**config.mk**
```make
export PLATFORM = sky130hd
export DESIGN_NAME = pll_lockirq_ctrl
export DESIGN_NICKNAME = d
export VERILOG_FILES = /design/src/rtl/pll_irq_pkg.sv /design/src/rtl/lock_sync.sv /design/src/rtl/lock_edge_det.sv /design/src/rtl/ctrl_regs.sv /design/src/rtl/irq_flag_unit.sv /design/src/rtl/pll_lockirq_ctrl.sv
export SDC_FILE = /design/constraint.sdc
export NUM_CORES = 1
export LEC_CHECK = 0
export BUFFER_PORTS_ARGS = -buffer_cell sky130_fd_sc_hd__buf_2
export CAP_MARGIN = 20
export CORE_AREA = 8 8 45 47
export DETAILED_ROUTE_END_ITERATION = 7
export DIE_AREA = 0 0 53 55
export GPL_ROUTABILITY_DRIVEN = 1
export PLACE_DENSITY_LB_ADDON = 0.2
export SLEW_MARGIN = 20
export SYNTH_ARGS = -nofsm -noshare
export SYNTH_HDL_FRONTEND = slang
export SYNTH_HIERARCHICAL = 1
export SYNTH_SLANG_ARGS = --single-unit
```
**constraint.sdc**
```tcl
create_clock -name clk -period 1.9 [get_ports clk]
set_clock_uncertainty 0.15 [all_clocks]
set_input_delay 0 -clock clk [delete_from_list [all_inputs] [get_ports clk]]
set_output_delay 0 -clock clk [all_outputs]
set_load 0.03 [all_outputs]
```
**src/rtl/pll_irq_pkg.sv**
```systemverilog
package pll_irq_pkg;

  localparam int CTRL_ADDR = 0;
  localparam int STAT_ADDR = 1;

  localparam int B_PLLON = 0;
  localparam int B_SRC   = 1;
  localparam int B_IEN   = 2;
  localparam int B_AUTO  = 3;
  localparam int CTRL_BITS = 4;

  localparam int B_LOCK = 0;
  localparam int B_FLAG = 1;

  typedef struct packed {
    logic auto_md;
    logic irq_en;
    logic src_sel;
    logic pll_on;
  } ctrl_t;

  // lock changed between the current and previous sample
  function automatic logic lock_changed(logic cur, logic prev);
    return cur ^ prev;
  endfunction

  // next flag value: auto gate, then set wins over clear
  function automatic logic flag_next(logic auto_md, logic cur, logic set_ev, logic clr_ev);
    if (!auto_md) return 1'b0;
    if (set_ev)   return 1'b1;
    if (clr_ev)   return 1'b0;
    return cur;
  endfunction

  // source select may only stand while the PLL is on
  function automatic logic src_allowed(logic pll_on, logic req);
    return pll_on & req;
  endfunction

endpackage

```
**src/rtl/lock_sync.sv**
```systemverilog
module lock_sync #(
  parameter int STAGES = 2
) (
  input  logic clk,
  input  logic rst_n,
  input  logic d_async,
  output logic q_sync
);
  logic [STAGES-1:0] stg;

  genvar i;
  generate
    for (i = 0; i < STAGES; i++) begin : g_stage
      if (i == 0) begin : g_first
        always_ff @(posedge clk or negedge rst_n)
          if (!rst_n) stg[0] <= 1'b0;
          else        stg[0] <= d_async;
      end else begin : g_next
        always_ff @(posedge clk or negedge rst_n)
          if (!rst_n) stg[i] <= 1'b0;
          else        stg[i] <= stg[i-1];
      end
    end
  endgenerate

  assign q_sync = stg[STAGES-1];
endmodule

```
**src/rtl/lock_edge_det.sv**
```systemverilog
module lock_edge_det
  import pll_irq_pkg::*;
(
  input  logic clk,
  input  logic rst_n,
  input  logic lock_s,
  input  logic pll_on,
  output logic lock_eff,
  output logic lock_edge
);
  logic lock_prev;

  assign lock_eff = lock_s & pll_on;

  always_ff @(posedge clk or negedge rst_n)
    if (!rst_n) lock_prev <= 1'b0;
    else        lock_prev <= lock_eff;

  assign lock_edge = lock_changed(lock_eff, lock_prev);
endmodule

```
**src/rtl/ctrl_regs.sv**
```systemverilog
module ctrl_regs
  import pll_irq_pkg::*;
(
  input  logic                 clk,
  input  logic                 rst_n,
  input  logic                 wr_ctrl,
  input  logic [CTRL_BITS-1:0] wbits,
  output ctrl_t                ctrl_q
);
  always_ff @(posedge clk or negedge rst_n) begin
    if (!rst_n) begin
      ctrl_q <= '0;
    end else if (wr_ctrl) begin
      ctrl_q.pll_on  <= wbits[B_PLLON];
      ctrl_q.src_sel <= src_allowed(wbits[B_PLLON], wbits[B_SRC]);
      ctrl_q.irq_en  <= wbits[B_IEN];
      ctrl_q.auto_md <= wbits[B_AUTO];
    end
  end
endmodule

```
**src/rtl/irq_flag_unit.sv**
```systemverilog
module irq_flag_unit
  import pll_irq_pkg::*;
(
  input  logic clk,
  input  logic rst_n,
  input  logic auto_md,
  input  logic irq_en,
  input  logic lock_edge,
  input  logic clr_req,
  output logic flag_q,
  output logic irq_req
);
  always_ff @(posedge clk or negedge rst_n)
    if (!rst_n) flag_q <= 1'b0;
    else        flag_q <= flag_next(auto_md, flag_q, lock_edge, clr_req);

  assign irq_req = flag_q & irq_en & auto_md;
endmodule

```
**src/rtl/pll_lockirq_ctrl.sv**
```systemverilog
module pll_lockirq_ctrl
  import pll_irq_pkg::*;
#(
  parameter int SYNC_STAGES = 2,
  parameter int ADDR_W      = 1,
  parameter int DATA_W      = 8
) (
  input  logic              clk,
  input  logic              rst_n,
  input  logic              pll_lock_in,
  input  logic [ADDR_W-1:0] bus_addr,
  input  logic              bus_wr,
  input  logic [DATA_W-1:0] bus_wdata,
  output logic [DATA_W-1:0] bus_rdata,
  output logic              pll_en,
  output logic              vco_sel,
  output logic              irq_req
);
  localparam logic [ADDR_W-1:0] A_CTRL = ADDR_W'(CTRL_ADDR);
  localparam logic [ADDR_W-1:0] A_STAT = ADDR_W'(STAT_ADDR);

  ctrl_t ctrl_q;
  logic  lock_s, lock_eff, lock_edge, flag_q;
  logic  ctrl_wr, clr_req, auto_q, irq_en_q;
  logic  unused_wdata_hi;

  assign ctrl_wr  = bus_wr && (bus_addr == A_CTRL);
  assign clr_req  = bus_wr && (bus_addr == A_STAT) && bus_wdata[B_FLAG];
  assign auto_q   = ctrl_q.auto_md;
  assign irq_en_q = ctrl_q.irq_en;
  assign unused_wdata_hi = ^bus_wdata[DATA_W-1:CTRL_BITS];

  lock_sync #(.STAGES(SYNC_STAGES)) u_sync (
    .clk(clk), .rst_n(rst_n), .d_async(pll_lock_in), .q_sync(lock_s)
  );

  lock_edge_det u_edge (
    .clk(clk), .rst_n(rst_n), .lock_s(lock_s), .pll_on(ctrl_q.pll_on),
    .lock_eff(lock_eff), .lock_edge(lock_edge)
  );

  ctrl_regs u_ctrl (
    .clk(clk), .rst_n(rst_n), .wr_ctrl(ctrl_wr),
    .wbits(bus_wdata[CTRL_BITS-1:0]), .ctrl_q(ctrl_q)
  );

  irq_flag_unit u_flag (
    .clk(clk), .rst_n(rst_n), .auto_md(ctrl_q.auto_md), .irq_en(ctrl_q.irq_en),
    .lock_edge(lock_edge), .clr_req(clr_req), .flag_q(flag_q), .irq_req(irq_req)
  );

  always_comb begin
    bus_rdata = '0;
    if (bus_addr == A_CTRL) begin
      bus_rdata[B_PLLON] = ctrl_q.pll_on;
      bus_rdata[B_SRC]   = ctrl_q.src_sel;
      bus_rdata[B_IEN]   = ctrl_q.irq_en;
      bus_rdata[B_AUTO]  = ctrl_q.auto_md;
    end else if (bus_addr == A_STAT) begin
      bus_rdata[B_LOCK]  = lock_eff;
      bus_rdata[B_FLAG]  = flag_q & ctrl_q.auto_md;
    end
  end

  assign pll_en  = ctrl_q.pll_on;
  assign vco_sel = ctrl_q.src_sel;
endmodule

```
After elaboration in Yosys (flattened, before gate mapping)
Cells that the tools add are included.
{ "totals": {"wordCells": 32, "output_inout_bits": 11, "inputBits": 13, "reg_bits": 8} }
{ "classes": {"n_eq_ne": 1, "n_bitwise": 7, "muxes": 13, "reduce_logical": 3} }
{ "ops": {"columns": ["op", "count"], "rows": [
  ["$mux W1", 11],
  ["$and A1 B1 Y1", 5],
  ["$mux W2", 2],
  ["$logic_and A1 B1 Y1", 3],
  ["$ne A3 B1 Y1 const B", 1],
  ["$not A1 Y1", 1],
  ["$xor A1 B1 Y1", 1]
]} }

Depth between registers and ports, before layout
{ "logic_depth": {"word_depth": 9, "depth_mapped": 3, "ltp_nobuf": 3} }

Cells and area by module
Netlist, hierarchy kept.
{ "by_module_without_submodules": {"columns": ["module", "cells_per_inst", "instances", "seq_area_each_um2", "area_each_um2"], "rows": [
  ["ctrl_regs", 10, 1, 100.1, 147.6],
  ["pll_lockirq_ctrl", 13, 1, 0.0, 96.3],
  ["irq_flag_unit", 4, 1, 25.0, 53.8],
  ["lock_edge_det", 3, 1, 25.0, 50.0],
  ["lock_sync", 2, 1, 50.0, 50.0]
]} }

Least setup slack after synthesis
Ideal clock, no wire load.
{ "synth_timing": {"kind": "flip-flop to output port", "from": "register u_ctrl/ctrl_q[1] (netlist name)", "to": "output port bus_rdata[1]", "path_buffers": 0, "t_required_ns": 1.750, "stages_incl_launch_ff": 3, "arrival_ns": 1.255, "slack_ns": 0.495, "cell_sequence": "dfrtp_1 -> inv_1 -> o21ai_0"} }
{ "synth_via": {"elab_chain_len": 1} }
{ "synth_rtl": {"columns": ["item", "line_no", "rtl"], "rows": [
  ["$mux W2", "pll_lockirq_ctrl.sv:54", "if (bus_addr == A_CTRL) begin"],
  ["end, declared", "pll_lockirq_ctrl.sv:14", "output logic [DATA_W-1:0] bus_rdata,"]
]} }
Every way passes these cells.

Worst setup path in the final report
{ "layout_timing": {"from": "register u_ctrl/ctrl_q[0] (netlist name)", "to": "output port bus_rdata[0]"} }
{ "layout_via": {"elab_chain_len": 2} }
{ "layout_rtl": {"columns": ["item", "line_no", "rtl"], "rows": [
  ["$and A1 B1 Y1", "lock_edge_det.sv:13", "assign lock_eff = lock_s & pll_on;"],
  ["named net lock_eff", "pll_lockirq_ctrl.sv:23", "logic lock_s, lock_eff, lock_edge, flag_q;"],
  ["$mux W2", "pll_lockirq_ctrl.sv:54", null]
]} }
The timed path passes the listed nets, and every way through them passes these cells.

==> metrics.md <==
| Metric | Value |
|---|---|
| Status | complete, no violations |
| Die area | 2920 um2 |
| CTS tree | done |
| Hold slack | 0.0343 ns |
| Count of different cell masters after synthesis | 14 |
| Startpoint types | register |
| RSZ-0062 raised after global routing | false |
| Met3 usage | 3.48% |
| Die Ht | 55 um |
| CORE AREA | 1380 um2 |
| Final Cycle Share | 72.5% |
| Critical path's top delay family | flip-flops |
| Inserted Clock Buffers | 3 |
| DRT Wirelength | about 790 um |
| Slowest CP cell | dfrtp_1 |
| Post-CTS Hold Fix Bufs | 7 |
| Number of max-cap violations | 0 |
| Cells after synthesis | 32 |
| Critical Path, Cell by Cell | and2_4 -> mux2_4 -> buf_2 |
| DRT Pass-1 Iters | 4 |
| Number of synthesized register bits | 8 |
| DRT iter0 DRCs | 2 |
| Hold Fails Final Rpt | 0 |
| PostCTS Resize Cnt | 0 |
| Starting utilization of the core area | 28.8% |
| Pwr Density | approximately 830 nW/um2 |
| Worst EP required | 1.75 ns |
| TritonCTS Sinks | 8 |
| Largest net degree at the start of global routing | 9 |
| Share of cells above drive strength 1 | 53.6% |
| Slowest cell delay on critical path | about 0.4 ns |
| Tmin final | 1.38 ns |
| Via count | 294 |
| Post-CTS setup buffer count | 0 |
| Setup CP Type | reg -> out |
| Clk_lat worst skew | ~0.25 ns |
| GR Util met1 | between 7 and 8% |
| ANT cells | 0 |
| Pleak | 0.293 nW |
| Post-synthesis sequential area ratio | 50.3% |
| CP Max Fanout | 4 |
| Top-Level Pins | 24 |
| Clock tree buffer depth | 2 |
| Endpoints failing setup | 0 |
| Clock root buffer | clkbuf_4 |
| Grt ovf | 0 |
| Synthesis Warnings | 6 |
| Final Wtd Congestion | 0.662 |
| Buf/Inv on CP | 1 |
| CP endpoint kind | primary output |
| Vias in the first global route | about 300 |
| Gr busiest metal | met2 |
| # port buffers | 15 |
| Clock slew seen by the registers of the worst setup and hold paths | 0.05 ns |
| Row Count | 14 |
| Arrival time worst endpoint | 1.23 ns |
| VDD IR-drop max | 0.000331 V |
| Wire length per cell | 11.0 um |
| Total track usage | 6.28% |
| # nets final | 71 |
| Final core occ | 41.0% |
| Vias per std cell | 4.08 |
| Post-Syn Area per Cell | around 12 um2 |
| Max Transition Viols Final | 0 |
| Setup TNS | 0 ns |
| H-tree depth | 1 |
| Initial antenna violation count | 0 |
| Filler instances | 151 |
| Die width | 53 um |
| Syn Std Cell Area | 398 um2 |
| DRT antenna net count | 0 |
| First-pass GRT wire length | 1.31 mm |
| # DRC | 0 |
| Hold Path Class | in -> reg |
| FMAX | approximately 730 MHz |
| GR Layer Usage met2 | 8.40% |
| Area grow syn2layout | 42.5% |
worst min-delay path: cells and delay by family:
kind            cells  cell delay (ns)
simple gates        1             0.19
compound gates      1             0.10
buf+inv             1             0.08
cell usage in the layout (no fill, tap or decap):
| master | count |
|---|---|
| buf_2 | 15 |
| dfrtp_1 | 8 |
| dlygate4sd3_1 | 7 |
| conb_1 | 4 |
| and2b_2 | 3 |
| clkbuf_4 | 3 |
| mux2_2 | 3 |
| and3_2 | 2 |
| inv_1 | 2 |
| nand3_1 | 2 |
| o21ai_0 | 2 |
| mux2_4 | 1 |
| and2_4 | 1 |
| xor2_2 | 1 |
| nor2b_4 | 1 |
| o21a_1 | 1 |
registers in the layout, summed over array words and instances, names as in the netlist:
signal	count
u_ctrl/ctrl_q	4
u_edge/lock_prev	1
u_flag/flag_q	1
u_sync/q_sync	1
u_sync/stg	1
logic make-up (layout without fill, tap and decap cells):
group	after synthesis	after routing	synth area share, %
compound gates	3	3	4.40
xor+xnor	1	1	4.09
buf+inv	6	27	9.43
flops	8	8	50.3
mux	4	4	12.3
other cells	1	4	0.942
simple gates	9	9	18.6
through the flow:
| stage | instance area, um2 | power, W | instances | setup slack (ns) |
|---|---|---|---|---|
| 2_1_floorplan | 409 | 0.000307 | 35 | 0.495 |
| 3_3_place_gp | 474 | 0.000339 | 62 | 0.760 |
| 3_5_place_dp | 474 | 0.000340 | 62 | 0.762 |
| 4_1_cts | 567 | 0.000478 | 72 | 0.506 |
| 5_1_grt | 567 | 0.000500 | 72 | 0.465 |
| 6_report | 567 | 0.000469 | 72 | 0.522 |
synth_stat cells (all sizes together):
| library cell | number | area share, % |
|---|---|---|
| nor2b | 1 | 3.5 |
| and3 | 2 | 3.8 |
| and2b | 3 | 6.6 |
| inv | 2 | 1.9 |
| conb | 1 | 0.94 |
| nand3 | 2 | 2.5 |
| o21a | 1 | 1.9 |
| buf | 4 | 7.5 |
| and2 | 1 | 2.2 |
| xor2 | 1 | 4.1 |
| mux2 | 4 | 12 |
| dfrtp | 8 | 50 |
| o21ai | 2 | 2.5 |
metal layers:
| metal | vias to the layer above | routed length, um |
|---|---|---|
| met2 | 16 | 322 |
| met1 | 129 | 352 |
| li1 | 147 | - |
| met5 | - | 0 |
| met4 | 0 | 15 |
| met3 | 2 | 100 |
area by class of cell:
| type | instances | area [um2] | share of cell area, % |
|---|---|---|---|
| timing repair buffer | 22 | 145 | 25.6 |
| inverter | 2 | 7.51 | 1.32 |
| multi-input combinational | 21 | 171 | 30.2 |
| tap | 16 | 20.0 | 3.53 |
| clock buffer | 3 | 22.5 | 3.97 |
| sequential | 8 | 200 | 35.3 |
power breakdown:
| group | total (W) | leakage [nW] | switching [W] | internal [W] |
|---|---|---|---|---|
| Clock | 0.000125 | 0.0138 | 0.0000528 | 0.0000720 |
| Sequential | 0.000207 | 0.0974 | 0.0000158 | 0.000191 |
| Combinational | 0.000138 | 0.182 | 0.0000760 | 0.0000616 |
| Total | 0.000469 | 0.293 | 0.000145 | 0.000325 |
final timing paths:
check                                 start  slack [ns]               end  cells after the start
max in group asynchronous             rst_n        0.76  u_ctrl/ctrl_q[2]                      3
min in group asynchronous             rst_n        0.57  u_ctrl/ctrl_q[0]                      3
max                        u_ctrl/ctrl_q[0]        0.52      bus_rdata[0]                      3
min reg2reg                   u_sync/stg[0]        0.20     u_sync/q_sync                      0
min                                  bus_wr        0.03  u_ctrl/ctrl_q[1]                      3
max reg2reg                u_ctrl/ctrl_q[0]        0.76     u_flag/flag_q                      3
Power figures use the tool's default switching activity.
